### src/rtl/cfg_ser_pkg.sv
// Package: shared constants and types for the serial configuration master.
// Assumes: nothing beyond IEEE 1800-2017.
package cfg_ser_pkg;
    localparam int RATE_W = 8;
    typedef logic [RATE_W-1:0] rate_t;
    typedef enum logic [1:0] {
        ST_IDLE = 2'd0,
        ST_RUN  = 2'd1,
        ST_STOP = 2'd2
    } run_state_e;
endpackage

### src/rtl/cfg_cclk_gen.sv
// Module: configuration clock generator.
// Produces cclk with a programmable half-period (in system cycles) held in
// an 8-bit divider; emits one-cycle rise/fall pulses in the cycle whose edge
// flips cclk. Assumes run drops only from the top controller; a high phase
// in progress always completes so cclk parks low.
module cfg_cclk_gen
    import cfg_ser_pkg::*;
#(
    parameter int DIV_DEFAULT = 10
) (
    input  logic  clk,
    input  logic  rst_n,
    input  logic  run,
    input  logic  rate_we,
    input  rate_t rate_val,
    output logic  cclk,
    output logic  rise_p,
    output logic  fall_p
);
    localparam rate_t DIV_INIT = rate_t'(DIV_DEFAULT);

    rate_t div_q;
    rate_t cnt_q;
    logic  cclk_q;
    logic  active;
    logic  tick;

    // Divider register: default after reset, replaced by a loaded rate field.
    always_ff @(posedge clk) begin
        if (!rst_n) begin
            div_q <= DIV_INIT;
        end else if (rate_we) begin
            div_q <= (rate_val == '0) ? rate_t'(1) : rate_val;
        end
    end

    // Edge decisions: a half-period ends when the count reaches the divider.
    always_comb begin
        active = run || cclk_q;
        tick   = (cnt_q >= (div_q - rate_t'(1)));
        rise_p = run && !cclk_q && tick;
        fall_p = cclk_q && tick;
    end

    // Half-period counter and clock flop.
    always_ff @(posedge clk) begin
        if (!rst_n) begin
            cnt_q  <= '0;
            cclk_q <= 1'b0;
        end else if (!active) begin
            cnt_q  <= '0;
        end else if (rise_p || fall_p) begin
            cnt_q  <= '0;
            cclk_q <= ~cclk_q;
        end else begin
            cnt_q  <= cnt_q + rate_t'(1);
        end
    end

    assign cclk = cclk_q;


    cclk_idle_chk: assert property (@(posedge clk) disable iff (!rst_n)
        (!run && !cclk_q) |=> !cclk_q);


    rate_load_chk: assert property (@(posedge clk) disable iff (!rst_n)
        rate_we |=> (div_q != '0) && (div_q == (($past(rate_val) == '0) ? rate_t'(1) : $past(rate_val))));


    div_nonzero_chk: assert property (@(posedge clk) disable iff (!rst_n)
        (cclk_q != $past(cclk_q)) |-> (cnt_q == '0));
endmodule

### src/rtl/cfg_bit_loader.sv
// Module: own-data loader.
// Shifts di in on each cclk rise until CFG_BITS bits are taken, emits
// WORD_W-bit words MSB-first with a one-cycle strobe, and extracts the
// 8-bit rate field at stream position RATE_POS. Assumes rise_p pulses are
// at least two system cycles apart and WORD_W >= 2.
module cfg_bit_loader
    import cfg_ser_pkg::*;
#(
    parameter int CFG_BITS = 32,
    parameter int WORD_W   = 8,
    parameter int RATE_POS = 8
) (
    input  logic              clk,
    input  logic              rst_n,
    input  logic              rise_p,
    input  logic              di,
    output logic [WORD_W-1:0] word_data,
    output logic              word_valid,
    output logic              rate_we,
    output rate_t             rate_val,
    output logic              own_done
);
    localparam int CNT_W    = $clog2(CFG_BITS + 1);
    localparam int WC_W     = (WORD_W > 1) ? $clog2(WORD_W) : 1;
    localparam int RATE_END = RATE_POS + RATE_W - 1;

    logic [CNT_W-1:0]  bitcnt_q;
    logic [WC_W-1:0]   wcnt_q;
    logic [WORD_W-1:0] word_sh_q;
    logic              take;
    logic              word_end;

    assign own_done = (bitcnt_q == CNT_W'(CFG_BITS));
    assign take     = rise_p && !own_done;
    assign word_end = (wcnt_q == WC_W'(WORD_W - 1));

    // Bit counter and word shift register for own data.
    always_ff @(posedge clk) begin
        if (!rst_n) begin
            bitcnt_q   <= '0;
            wcnt_q     <= '0;
            word_sh_q  <= '0;
            word_data  <= '0;
            word_valid <= 1'b0;
        end else begin
            word_valid <= 1'b0;
            if (take) begin
                bitcnt_q  <= bitcnt_q + CNT_W'(1);
                word_sh_q <= {word_sh_q[WORD_W-2:0], di};
                wcnt_q    <= word_end ? '0 : wcnt_q + WC_W'(1);
                if (word_end) begin
                    word_data  <= {word_sh_q[WORD_W-2:0], di};
                    word_valid <= 1'b1;
                end
            end
        end
    end

    // Rate field extraction, present only when the field lies inside own data.
    generate
        if (RATE_END < CFG_BITS) begin : g_rate
            rate_t rate_sh_q;
            // Shift the last 8 bits and publish them when the field's last bit lands.
            always_ff @(posedge clk) begin
                if (!rst_n) begin
                    rate_sh_q <= '0;
                    rate_val  <= '0;
                    rate_we   <= 1'b0;
                end else begin
                    rate_we <= 1'b0;
                    if (take) begin
                        rate_sh_q <= {rate_sh_q[RATE_W-2:0], di};
                        if (bitcnt_q == CNT_W'(RATE_END)) begin
                            rate_val <= {rate_sh_q[RATE_W-2:0], di};
                            rate_we  <= 1'b1;
                        end
                    end
                end
            end
        end else begin : g_no_rate
            assign rate_val = '0;
            assign rate_we  = 1'b0;
        end
    endgenerate


    word_pulse_chk: assert property (@(posedge clk) disable iff (!rst_n)
        word_valid |=> !word_valid);


    count_step_chk: assert property (@(posedge clk) disable iff (!rst_n)
        (rise_p && !own_done) |=> (bitcnt_q == $past(bitcnt_q) + CNT_W'(1)));


    no_word_after_chk: assert property (@(posedge clk) disable iff (!rst_n)
        (own_done && $past(own_done)) |-> !word_valid);
endmodule

### src/rtl/cfg_done_tail.sv
// Module: completion synchroniser and post-completion cycle counter.
// Two flops bring done_in into the clk domain; after that, completed cclk
// periods (fall pulses) are counted and tail_expired latches at TAIL_CYCLES.
// Assumes TAIL_CYCLES >= 1; tail_expired holds until reset.
module cfg_done_tail #(
    parameter int TAIL_CYCLES = 101
) (
    input  logic clk,
    input  logic rst_n,
    input  logic done_in,
    input  logic fall_p,
    output logic tail_expired
);
    localparam int TC_W = $clog2(TAIL_CYCLES + 1);

    logic            meta_q;
    logic            done_s_q;
    logic [TC_W-1:0] tcnt_q;

    // Two-flop synchroniser for the asynchronous completion input.
    always_ff @(posedge clk) begin
        if (!rst_n) begin
            meta_q   <= 1'b0;
            done_s_q <= 1'b0;
        end else begin
            meta_q   <= done_in;
            done_s_q <= meta_q;
        end
    end

    // Count completed clock periods after completion; latch expiry.
    always_ff @(posedge clk) begin
        if (!rst_n) begin
            tcnt_q       <= '0;
            tail_expired <= 1'b0;
        end else if (done_s_q && !tail_expired && fall_p) begin
            tcnt_q <= tcnt_q + TC_W'(1);
            if (tcnt_q == TC_W'(TAIL_CYCLES - 1)) begin
                tail_expired <= 1'b1;
            end
        end
    end


    tail_sticky_chk: assert property (@(posedge clk) disable iff (!rst_n)
        tail_expired |=> tail_expired);


    sync_delay_chk: assert property (@(posedge clk) disable iff (!rst_n)
        $rose(done_s_q) |-> $past(done_in, 2));
endmodule

### src/rtl/cfg_bypass.sv
// Module: daisy-chain forwarding stage.
// When enabled, each bit taken on a cclk rise after own data is complete is
// held and driven on dout at the following cclk fall. When disabled, dout is
// tied low. Assumes rise/fall pulses come from the same clock generator.
module cfg_bypass #(
    parameter bit BYPASS_EN = 1'b1
) (
    input  logic clk,
    input  logic rst_n,
    input  logic rise_p,
    input  logic fall_p,
    input  logic own_done,
    input  logic di,
    output logic dout
);
    generate
        if (BYPASS_EN) begin : g_fwd
            logic hold_q;
            logic dout_q;
            // Capture on rise, present on the following fall.
            always_ff @(posedge clk) begin
                if (!rst_n) begin
                    hold_q <= 1'b0;
                    dout_q <= 1'b0;
                end else begin
                    if (rise_p && own_done) begin
                        hold_q <= di;
                    end
                    if (fall_p && own_done) begin
                        dout_q <= hold_q;
                    end
                end
            end
            assign dout = dout_q;


            idle_before_chk: assert property (@(posedge clk) disable iff (!rst_n)
                !own_done |-> (dout == 1'b0));


            dout_on_fall_chk: assert property (@(posedge clk) disable iff (!rst_n)
                !fall_p |=> $stable(dout));
        end else begin : g_drop
            assign dout = 1'b0;
        end
    endgenerate
endmodule

### src/rtl/cfg_serial_master.sv
// Module: serial configuration master (top).
// Waits for a low-to-high start transition, runs the configuration clock,
// loads own data, forwards later bits when bypass is enabled, and stops the
// clock a fixed number of periods after completion is seen. Assumes init_n
// is synchronous to clk; done_in may be asynchronous.
module cfg_serial_master
    import cfg_ser_pkg::*;
#(
    parameter int DIV_DEFAULT = 10,
    parameter int CFG_BITS    = 32,
    parameter int WORD_W      = 8,
    parameter int RATE_POS    = 8,
    parameter int TAIL_CYCLES = 101,
    parameter bit BYPASS_EN   = 1'b1
) (
    input  logic              clk,
    input  logic              rst_n,
    input  logic              init_n,
    input  logic              done_in,
    input  logic              di,
    output logic              cclk,
    output logic              dout,
    output logic [WORD_W-1:0] word_data,
    output logic              word_valid
);
    run_state_e state_q;
    logic       init_q;
    logic       run;
    logic       rise_p;
    logic       fall_p;
    logic       rate_we;
    rate_t      rate_val;
    logic       own_done;
    logic       tail_expired;

    // Start-edge detector and run/stop controller.
    always_ff @(posedge clk) begin
        if (!rst_n) begin
            init_q  <= 1'b1;
            state_q <= ST_IDLE;
        end else begin
            init_q <= init_n;
            case (state_q)
                ST_IDLE: if (init_n && !init_q) state_q <= ST_RUN;
                ST_RUN:  if (tail_expired)      state_q <= ST_STOP;
                default: state_q <= ST_STOP;
            endcase
        end
    end

    assign run = (state_q == ST_RUN);

    cfg_cclk_gen #(.DIV_DEFAULT(DIV_DEFAULT)) u_clkgen (
        .clk      (clk),
        .rst_n    (rst_n),
        .run      (run),
        .rate_we  (rate_we),
        .rate_val (rate_val),
        .cclk     (cclk),
        .rise_p   (rise_p),
        .fall_p   (fall_p)
    );

    cfg_bit_loader #(
        .CFG_BITS (CFG_BITS),
        .WORD_W   (WORD_W),
        .RATE_POS (RATE_POS)
    ) u_loader (
        .clk        (clk),
        .rst_n      (rst_n),
        .rise_p     (rise_p),
        .di         (di),
        .word_data  (word_data),
        .word_valid (word_valid),
        .rate_we    (rate_we),
        .rate_val   (rate_val),
        .own_done   (own_done)
    );

    cfg_done_tail #(.TAIL_CYCLES(TAIL_CYCLES)) u_tail (
        .clk          (clk),
        .rst_n        (rst_n),
        .done_in      (done_in),
        .fall_p       (fall_p),
        .tail_expired (tail_expired)
    );

    cfg_bypass #(.BYPASS_EN(BYPASS_EN)) u_bypass (
        .clk      (clk),
        .rst_n    (rst_n),
        .rise_p   (rise_p),
        .fall_p   (fall_p),
        .own_done (own_done),
        .di       (di),
        .dout     (dout)
    );


    stop_parked_chk: assert property (@(posedge clk) disable iff (!rst_n)
        (state_q == ST_STOP) |=> !rise_p);


    idle_no_clk_chk: assert property (@(posedge clk) disable iff (!rst_n)
        (state_q == ST_IDLE) |-> !cclk);
endmodule

### config.mk
export PLATFORM = sky130hd
export DESIGN_NAME = cfg_serial_master
export DESIGN_NICKNAME = d
export VERILOG_FILES = /design/src/rtl/cfg_ser_pkg.sv /design/src/rtl/cfg_cclk_gen.sv /design/src/rtl/cfg_bit_loader.sv /design/src/rtl/cfg_done_tail.sv /design/src/rtl/cfg_bypass.sv /design/src/rtl/cfg_serial_master.sv
export SDC_FILE = /design/constraint.sdc
export NUM_CORES = 1
export LEC_CHECK = 0
export BUFFER_PORTS_ARGS = -buffer_cell sky130_fd_sc_hd__buf_2
export CORE_UTILIZATION = 65
export DETAILED_ROUTE_END_ITERATION = 6
export HOLD_SLACK_MARGIN = 0.08
export PLACE_DENSITY = 0.89
export SYNTH_ARGS = -nofsm -noshare
export SYNTH_HDL_FRONTEND = slang
export SYNTH_HIERARCHICAL = 1
export SYNTH_SLANG_ARGS = --single-unit
### constraint.sdc
create_clock -name clk -period 4.8 [get_ports clk]
set_input_delay 0.48 -clock clk [delete_from_list [all_inputs] [get_ports clk]]
set_output_delay 0.48 -clock clk [all_outputs]
set_load 0.03 [all_outputs]
==> results of run 1 <==
## how the worst min path moves through the flow
stage | start | end | slack (ns) | cells after the start
after floorplan | u_tail/meta_q | u_tail/done_s_q | 0.41 | 1
after global placement | u_tail/meta_q | u_tail/done_s_q | 0.43 | 1
after detailed placement | u_tail/meta_q | u_tail/done_s_q | 0.42 | 1
after CTS | init_n | init_q | 0.32 | 2
after global routing | done_in | u_tail/meta_q | 0.33 | 2
final | init_n | init_q | 0.33 | 2
## registers in the layout (all words and copies together), names as in the netlist, 2 cells and up
signal,cells
u_loader/word_data,8
u_clkgen/div_q,8
u_loader/bitcnt_q,6
u_loader/wcnt_q,3
state_q,2
u_clkgen/cnt_q,8
u_loader/word_sh_q,7
u_loader/rate_val,8
u_tail/tcnt_q,7
## per-stage QoR
step,setup slack (ns),util (%)
floorplan,1.95,-
global placement,1.75,70.2
detailed placement,1.65,70.2
CTS,1.48,75.7
global route,1.25,75.7
finish,1.49,75.7
## area by class of cell
| type | count | share of cell area (%) |
|---|---|---|
| multi-input cells | 229 | 47.5 |
| clock buffers | 9 | 3.73 |
| well taps | 52 | 1.96 |
| clock inverters | 7 | 3.54 |
| repair buffers | 16 | 2.49 |
| flip-flops and latches | 66 | 39.8 |
| inverters | 9 | 1.02 |
## layer usage
| metal | vias up | track usage (%) | part of all wire [%] |
|---|---|---|---|
| met2 | 41 | 42.5 | 49 |
| met3 | 15 | 4.94 | 2.7 |
| met5 | - | 0 | 0 |
| met4 | 0 | 11.6 | 2.2 |
| met1 | 1021 | 30.2 | 46 |
| li1 | 1129 | - | - |
## synthesized netlist by cell type, types with 3 or more instances
master | count | area share [%]
sky130_fd_sc_hd__dfxtp_1 | 66 | 44
sky130_fd_sc_hd__nand4_1 | 6 | 1.3
sky130_fd_sc_hd__clkbuf_1 | 7 | 0.88
sky130_fd_sc_hd__or3_1 | 6 | 1.3
sky130_fd_sc_hd__nand2_1 | 42 | 5.3
sky130_fd_sc_hd__nor2_1 | 12 | 1.5
sky130_fd_sc_hd__o21ai_0 | 17 | 2.9
sky130_fd_sc_hd__xor2_1 | 8 | 2.4
sky130_fd_sc_hd__and3_1 | 4 | 0.84
sky130_fd_sc_hd__ha_1 | 16 | 6.7
sky130_fd_sc_hd__mux2i_1 | 30 | 10
sky130_fd_sc_hd__nand3_1 | 14 | 2.4
sky130_fd_sc_hd__inv_1 | 9 | 1.1
sky130_fd_sc_hd__nor3_1 | 3 | 0.50
sky130_fd_sc_hd__and2_1 | 5 | 1.0
sky130_fd_sc_hd__a21oi_1 | 18 | 3.0
sky130_fd_sc_hd__a21boi_1 | 4 | 1.0
sky130_fd_sc_hd__nand2b_1 | 3 | 0.63
sky130_fd_sc_hd__xnor2_1 | 8 | 2.4
sky130_fd_sc_hd__nor2b_1 | 9 | 1.9
## layout by cell type (no fill, tap or decap), drive strengths merged, types with 5 or more instances in the layout
master	instances
ha	16
and2	5
o21ai	17
nor2b	9
a21boi	5
buf	16
a21oi	19
inv	9
nand3	14
nor2	12
mux2i	30
or3	6
clkbuf	9
xor2	8
xnor2	8
nand4	6
dfxtp	66
nand2	42
and3	5
## cell families after synthesis
family                   after synthesis
XOR/XNOR                              16
AO/OA/AOI/OAI                         47
flip-flops                            66
multiplexers                          30
buffers and inverters                 19
AND/OR/NAND/NOR                      120
adder cells (fa/ha/maj)               16
## power groups by stage
| stage | logic [mW] | registers (mW) | clock network (mW) |
|---|---|---|---|
| 2_1_floorplan | 0.0127 | 0.563 | 0 |
| 3_3_place_gp | 0.0180 | 0.563 | 0 |
| 3_5_place_dp | 0.0183 | 0.563 | 0 |
| 4_1_cts | 0.0187 | 0.550 | 0.566 |
| 5_1_grt | 0.0205 | 0.550 | 0.593 |
| 6_report | 0.0186 | 0.551 | 0.560 |
==> implementation parameters, run 1 <==
Parameter                              Value

Status
  Status ... complete, no violations

Global routing
  First-pass GRT wire length ... 9660 um
  Total track usage ... 24.9%
  Antenna violations before repair ... 0
  Maximum number of pins on one net before global-route repair ... 56
  Number of global-route vias before repair ... 2186
  Total gr overflow ... 0

Synthesis
  Net count of the mapped netlist ... 335
  Seq cells post-synth ... 66
  Sequential cell area fraction in the yosys report ... 44.4%
  Post-synthesis share of cell area spent on full adders, half adders and majority gates ... 6.72%
  Proportion of synthesized area in mux cells ... 10.1%
  Synthesized-area fraction occupied by ao, oa, aoi and oai cells ... 9.32%
  Ys async rst share ... 0%
  Cells after Synth ... 314
  Top flip-flop cell by instance count after synthesis ... sky130_fd_sc_hd__dfxtp_1
  Synthesis Warnings ... 6
  Syn Area/Cell ... 9.49 um2
  Post-synth EDFFs ... 0
  Combinational family with the most area after synthesis ... simple AND/OR/NAND/NOR gates
  Cell area after technology mapping ... 2980 um2
  Simple logic cell fraction of the synthesized area ... 22.1%
  XOR/XNOR Fraction of Synth Area ... 4.70%
  Count of cell types in the netlist ... 42

STA
  Ratio of final minimum period to clock period ... 69.0%
  Slew Viols, Final ... 0
  Worst Tran Pin Value ... 0.906 ns
  Hold Worst Slack ... 0.330 ns
  Layout Skew ... 0.00522 ns
  Final critical delay including setup and external delays ... 3.31 ns
  Final setup violation count ... 0
  Maximum operating frequency ... 302 MHz
  Hold violation count in the final report ... 0
  Fin Setup TNS ... 0 ns
  Unrepaired setup endpoints after global routing ... false
  Worst rel slew slack ... 39.3%

Power and ir drop
  Combinational Power Share ... 1.6%
  Clock network fraction of design power ... 49.6%
  Power per cell area ... 340 nW/um2
  Cell-internal power ... 901 uW
  Sw Pwr ... 228 uW
  Pwr Total ... 1.13 mW
  Power share of the sequential group ... 48.8%
  Static Leak ... 1.30 nW
  Proportion of total power due to net switching ... 20.2%
  Worst VDD drop ... 0.000245 V

Critical path
  Worst setup slack for register-to-register paths ... 1.49 ns
  Required time of the worst setup path ... 5.06 ns
  Maximum cell stage delay along the critical path ... 0.72 ns
  Critical path startpoint category ... flip-flop
  Arrival time at the worst endpoint ... 3.57 ns
  Buf+Inv Stages, Crit Path ... 1
  Library cell appearing most often on the critical path ... sky130_fd_sc_hd__a21oi_1
  Critical Path Start ... u_clkgen/div_q[3]
  Crit Reg-Reg Startpoint ... u_clkgen/div_q[3]
  Logic depth of the worst setup path including buffers ... 11
  Crit path max-delay family ... compound AO/OA/AOI/OAI gates
  Critical Path, Cell by Cell ... nor4_1 > nand2_1 > xor2_1 > ha_1 > nand4_1 > a21oi_1 > a21oi_1 > nor3b_1 > buf_4 > a21boi_2 > mux2i_1
  Crit path max fanout ... 14
  Master of the slowest instance on the critical path ... sky130_fd_sc_hd__a21boi_2
  Worst setup path category ... reg2reg
  R2R cell count ... 11
  Critical Path Sink ... u_loader/word_sh_q[2]
  Kind of end point of the critical path ... flip-flop
  Worst reg2reg path endpoint ... u_loader/word_sh_q[2]

Finish
  Number of nets in the final layout ... 352
  Fin area ... 3320 um2
  Ratio of cells with drive above 1 in the final layout ... 11.9%
  Filler cell count in the final layout ... 302
  Sequential cell area in the final layout ... 1320 um2
  Post-layout instance count excluding filler cells ... 388
  N_diodes ... 0
  Total area of multi-input combinational cells ... 1580 um2
  Post-synthesis to final-layout area growth ... 11.5%

Drt
  Post-Route WL ... 5550 um
  Initial DRT Pass Iterations ... 4
  DRC violations left ... 0
  Vias ... 2206
  Number of nets with antenna violations after detailed routing ... 0
  Vias per cell ... 5.69
  Drt wl/cell ... 14.3 um
  Count of routing violations after the opening detailed-route iteration ... 113

Clock tree
  Number of buffers between clock root and the deepest sink ... 2
  Number of CTS-inserted buffers ... 9
  CTS resizes ... 0
  Number of clock sinks ... 66
  Maximum level of the CTS H-tree ... 3
  TritonCTS clock tree ... yes
  Post-CTS setup repair buffer count ... 0
  CTS Root Cell ... sky130_fd_sc_hd__clkbuf_8
  Later-pin clock latency in the skew report ... 0.34 ns
  Number of hold-repair buffers added at the cts stage ... 0
  Worst-path clk slew ... 0.07 ns

Floorplanning
  Count of standard-cell rows ... 24
  Initial Util ... 68.0%
  Die footprint ... 4860 um2
  Total core area ... 4380 um2
  Horiz. Die Dim ... 69.7 um
  Floorplan die height ... 69.7 um
  Number of I/O pins ... 16

Placed design
  Routability congestion estimate ... 0.840
  Area after DPL ... 3080 um2
  Total placed cells including tap cells ... 372
  HPWL after detailed placement ... 3590 um
  Number of input and output port buffers inserted ... 15

Job
  Count of maximum capacitance violations ... 0

Worst hold path
  Worst hold path type ... in2reg
No activity file was read; power rests on OpenSTA's default activity.
==> inputs of run 2 (changes only) <==
--- a/config.mk
+++ b/config.mk
@@ -6,10 +6,10 @@
 export NUM_CORES = 1
 export LEC_CHECK = 0
 export BUFFER_PORTS_ARGS = -buffer_cell sky130_fd_sc_hd__buf_2
-export CORE_UTILIZATION = 65
+export CORE_UTILIZATION = 60
 export DETAILED_ROUTE_END_ITERATION = 6
 export HOLD_SLACK_MARGIN = 0.08
-export PLACE_DENSITY = 0.89
+export PLACE_DENSITY = 0.83
 export SYNTH_ARGS = -nofsm -noshare
 export SYNTH_HDL_FRONTEND = slang
 export SYNTH_HIERARCHICAL = 1
==> constraint.sdc (replaced) <==
create_clock -name clk -period 3.5 [get_ports clk]
set_input_delay 0.35 -clock clk [delete_from_list [all_inputs] [get_ports clk]]
set_output_delay 0.35 -clock clk [all_outputs]
set_load 0.03 [all_outputs]
==> implementation parameters, run 2 (synthesis gave the netlist of run 1 again) <==
Parameter                              Value

Finish
  Sequential cell area in the final layout ... 1320 um2 (unchanged)
  End-of-flow core utilization ... 69.9% (-5.9 points)
  Ratio of cells with drive above 1 in the final layout ... 12.7% (+0.78 points)
  Post-synthesis to final-layout area growth ... 11.5% (about the same)
  N_diodes ... 0 (unchanged)
  Filler cell count in the final layout ... 396 (+31%)
  Number of nets in the final layout ... 355 (+0.85%)
  Commonest non-fill, non-tap cell in the layout ... sky130_fd_sc_hd__dfxtp_1
  Total area of multi-input combinational cells ... 1580 um2 (unchanged)
  Post-layout instance count excluding filler cells ... 406 (+4.6%)
  Commonest non-fill, non-tap cells in the layout ... sky130_fd_sc_hd__dfxtp_1 (66), sky130_fd_sc_hd__nand2_1 (42), sky130_fd_sc_hd__mux2i_1 (30)

Clock tree
  Maximum level of the CTS H-tree ... 3 (unchanged)
  Number of hold-repair buffers added at the cts stage ... 0 (unchanged)
  Number of buffers between clock root and the deepest sink ... 2 (unchanged)
  CTS Root Cell ... sky130_fd_sc_hd__clkbuf_8
  Number of clock sinks ... 66 (unchanged)
  Post-CTS setup repair buffer count ... 0 (unchanged)
  Later-pin clock latency in the skew report ... 0.34 ns (about the same)
  TritonCTS clock tree ... yes
  Number of CTS-inserted buffers ... 9 (unchanged)
  CTS resizes ... 0 (unchanged)
  Worst-path clk slew ... 0.08 ns (about the same)

Drt
  Vias ... 2201 (-0.23%)
  Post-Route WL ... 5270 um (-5.0%)
  Number of nets with antenna violations after detailed routing ... 0 (unchanged)
  Count of routing violations after the opening detailed-route iteration ... 59 (-48%)
  Vias per cell ... 5.42 (-4.7%)
  DRC violations left ... 0 (unchanged)
  Drt wl/cell ... 13.0 um (-9.2%)
  Initial DRT Pass Iterations ... 4 (unchanged)

Critical path
  Critical Path Start ... u_clkgen/div_q[3]
  Critical path startpoint category ... flip-flop
  Crit path max fanout ... 8 (-6)
  Required time of the worst setup path ... 3.78 ns (-1.28 ns)
  Arrival time at the worst endpoint ... 3.30 ns (-0.27 ns)
  Critical Path Sink ... u_loader/word_data[7]
  Worst reg2reg path endpoint ... u_loader/word_data[7]
  Worst setup path category ... reg2reg
  R2R cell count ... 12 (+1)
  Crit Reg-Reg Startpoint ... u_clkgen/div_q[3]
  Kind of end point of the critical path ... flip-flop
  Worst setup slack for register-to-register paths ... 0.48 ns (-1.01 ns)

Placed design
  Total placed cells including tap cells ... 390 (+4.8%)
  Routability congestion estimate ... 0.780 (-7.1%)
  HPWL after detailed placement ... 3670 um (+2.3%)
  Number of input and output port buffers inserted ... 15 (unchanged)

Floorplanning
  Total core area ... 4750 um2 (+8.4%)
  Initial Util ... 62.7% (-5.3 points)
  Horiz. Die Dim ... 72.5 um (+4.0%)
  Number of I/O pins ... 16 (unchanged)
  Die footprint ... 5250 um2 (+8.1%)
  Count of standard-cell rows ... 25 (+4.2%)
  Floorplan die height ... 72.5 um (+4.0%)

Global routing
  Total track usage ... 22.9% (-2.0 points)
  Total gr overflow ... 0 (unchanged)
  Maximum number of pins on one net before global-route repair ... 40 (-29%)
  Number of global-route vias before repair ... 2187 (+0.046%)
  Antenna violations before repair ... 0 (unchanged)
  First-pass GRT wire length ... 9260 um (-4.2%)

Power and ir drop
  Sw Pwr ... 327 uW (+43%)
  Combinational Power Share ... 1.8% (+0.2 points)
  Proportion of total power due to net switching ... 22.9% (+2.7 points)
  Static Leak ... 1.29 nW (-0.56%)
  Power per cell area ... 429 nW/um2 (+26%)
  Power share of the sequential group ... 53.0% (+4.2 points)
  Worst VDD drop ... 0.000265 V (+8.2%)
  Cell-internal power ... 1.10 mW (+22%)
  Clock network fraction of design power ... 45.2% (-4.4 points)

STA
  Maximum operating frequency ... 331 MHz (+9.6%)
  Fin Setup TNS ... 0 ns (unchanged)
  Worst Tran Pin Value ... 0.552 ns (-0.354 ns)
  Layout Skew ... 0.00935 ns (+0.00413 ns)
  Ratio of final minimum period to clock period ... 86.3% (+17 points)
  Unrepaired setup endpoints after global routing ... false
  Hold Worst Slack ... 0.213 ns (-0.117 ns)
  Final setup violation count ... 0 (unchanged)
  Worst rel slew slack ... 63.2% (+24 points)
  Slew Viols, Final ... 0 (unchanged)
  Final critical delay including setup and external delays ... 3.02 ns (-0.289 ns)
  Hold violation count in the final report ... 0 (unchanged)

Job
  Count of maximum capacitance violations ... 0 (unchanged)

Worst hold path
  Worst hold path type ... in2reg

Status
  Status ... complete, no violations
run 2: cell types whose count changed in the layout (fill, tap and decap cells not counted):
cell | previous run | this run
sky130_fd_sc_hd__buf_4 | 1 | 4
sky130_fd_sc_hd__bufinv_16 | 3 | 1
sky130_fd_sc_hd__inv_6 | 0 | 2
sky130_fd_sc_hd__clkinv_2 | 2 | 1
sky130_fd_sc_hd__clkinvlp_4 | 0 | 1
run 2: how the worst min path moves through the flow:
stage,start,endpoint,slack (ns),cells after the start
finish,done_in,u_tail/meta_q,0.21,2
floorplan,u_tail/meta_q,u_tail/done_s_q,0.41,1
CTS,done_in,u_tail/meta_q,0.20,2
global route,done_in,u_tail/meta_q,0.21,2
detailed placement,u_tail/meta_q,u_tail/done_s_q,0.43,1
global placement,u_tail/meta_q,u_tail/done_s_q,0.43,1
run 2: layout make-up:
| type | count | area share [%] |
|---|---|---|
| clock buffers | 9 | 3.73 |
| flip-flops and latches | 66 | 39.8 |
| multi-input cells | 229 | 47.5 |
| well taps | 67 | 2.52 |
| repair buffers | 19 | 3.16 |
| inverters | 9 | 1.02 |
| clock inverters | 7 | 2.34 |
run 2: through the flow:
step	power, mW	setup slack, ns	area, um2
global placement	0.798	0.686	3120
floorplan	0.789	0.647	2980
CTS	1.44	0.457	3320
detailed placement	0.798	0.522	3120
global route	1.46	0.204	3320
finish	1.42	0.478	3320
run 2: power groups by stage:
| stage | Combinational (mW) | Sequential, mW | Clock [mW] |
|---|---|---|---|
| floorplan | 0.0174 | 0.772 | 0 |
| global placement | 0.0254 | 0.772 | 0 |
| detailed placement | 0.0258 | 0.772 | 0 |
| CTS | 0.0259 | 0.755 | 0.655 |
| global route | 0.0287 | 0.755 | 0.681 |
| finish | 0.0257 | 0.755 | 0.644 |
run 2: critical path, stage by stage (launching register included):
cell                      delay, ns
sky130_fd_sc_hd__dfxtp_1       0.36
sky130_fd_sc_hd__nor4_1        0.38
sky130_fd_sc_hd__nand2_1       0.11
sky130_fd_sc_hd__xor2_1        0.16
sky130_fd_sc_hd__ha_1          0.32
sky130_fd_sc_hd__nand4_1       0.11
sky130_fd_sc_hd__a21oi_1       0.17
sky130_fd_sc_hd__a21oi_1       0.15
sky130_fd_sc_hd__nor3b_1       0.23
sky130_fd_sc_hd__buf_4         0.19
sky130_fd_sc_hd__nand2_1       0.08
sky130_fd_sc_hd__a21oi_2       0.43
sky130_fd_sc_hd__mux2i_1       0.25
run 2: layer usage:
metal	vias up	wire (um)	track usage (%)
li1	1140	-	-
met1	1018	2410	25.5
met2	32	2620	40.4
met3	11	133	4.58
met4	0	104	13.7
met5	-	0	0
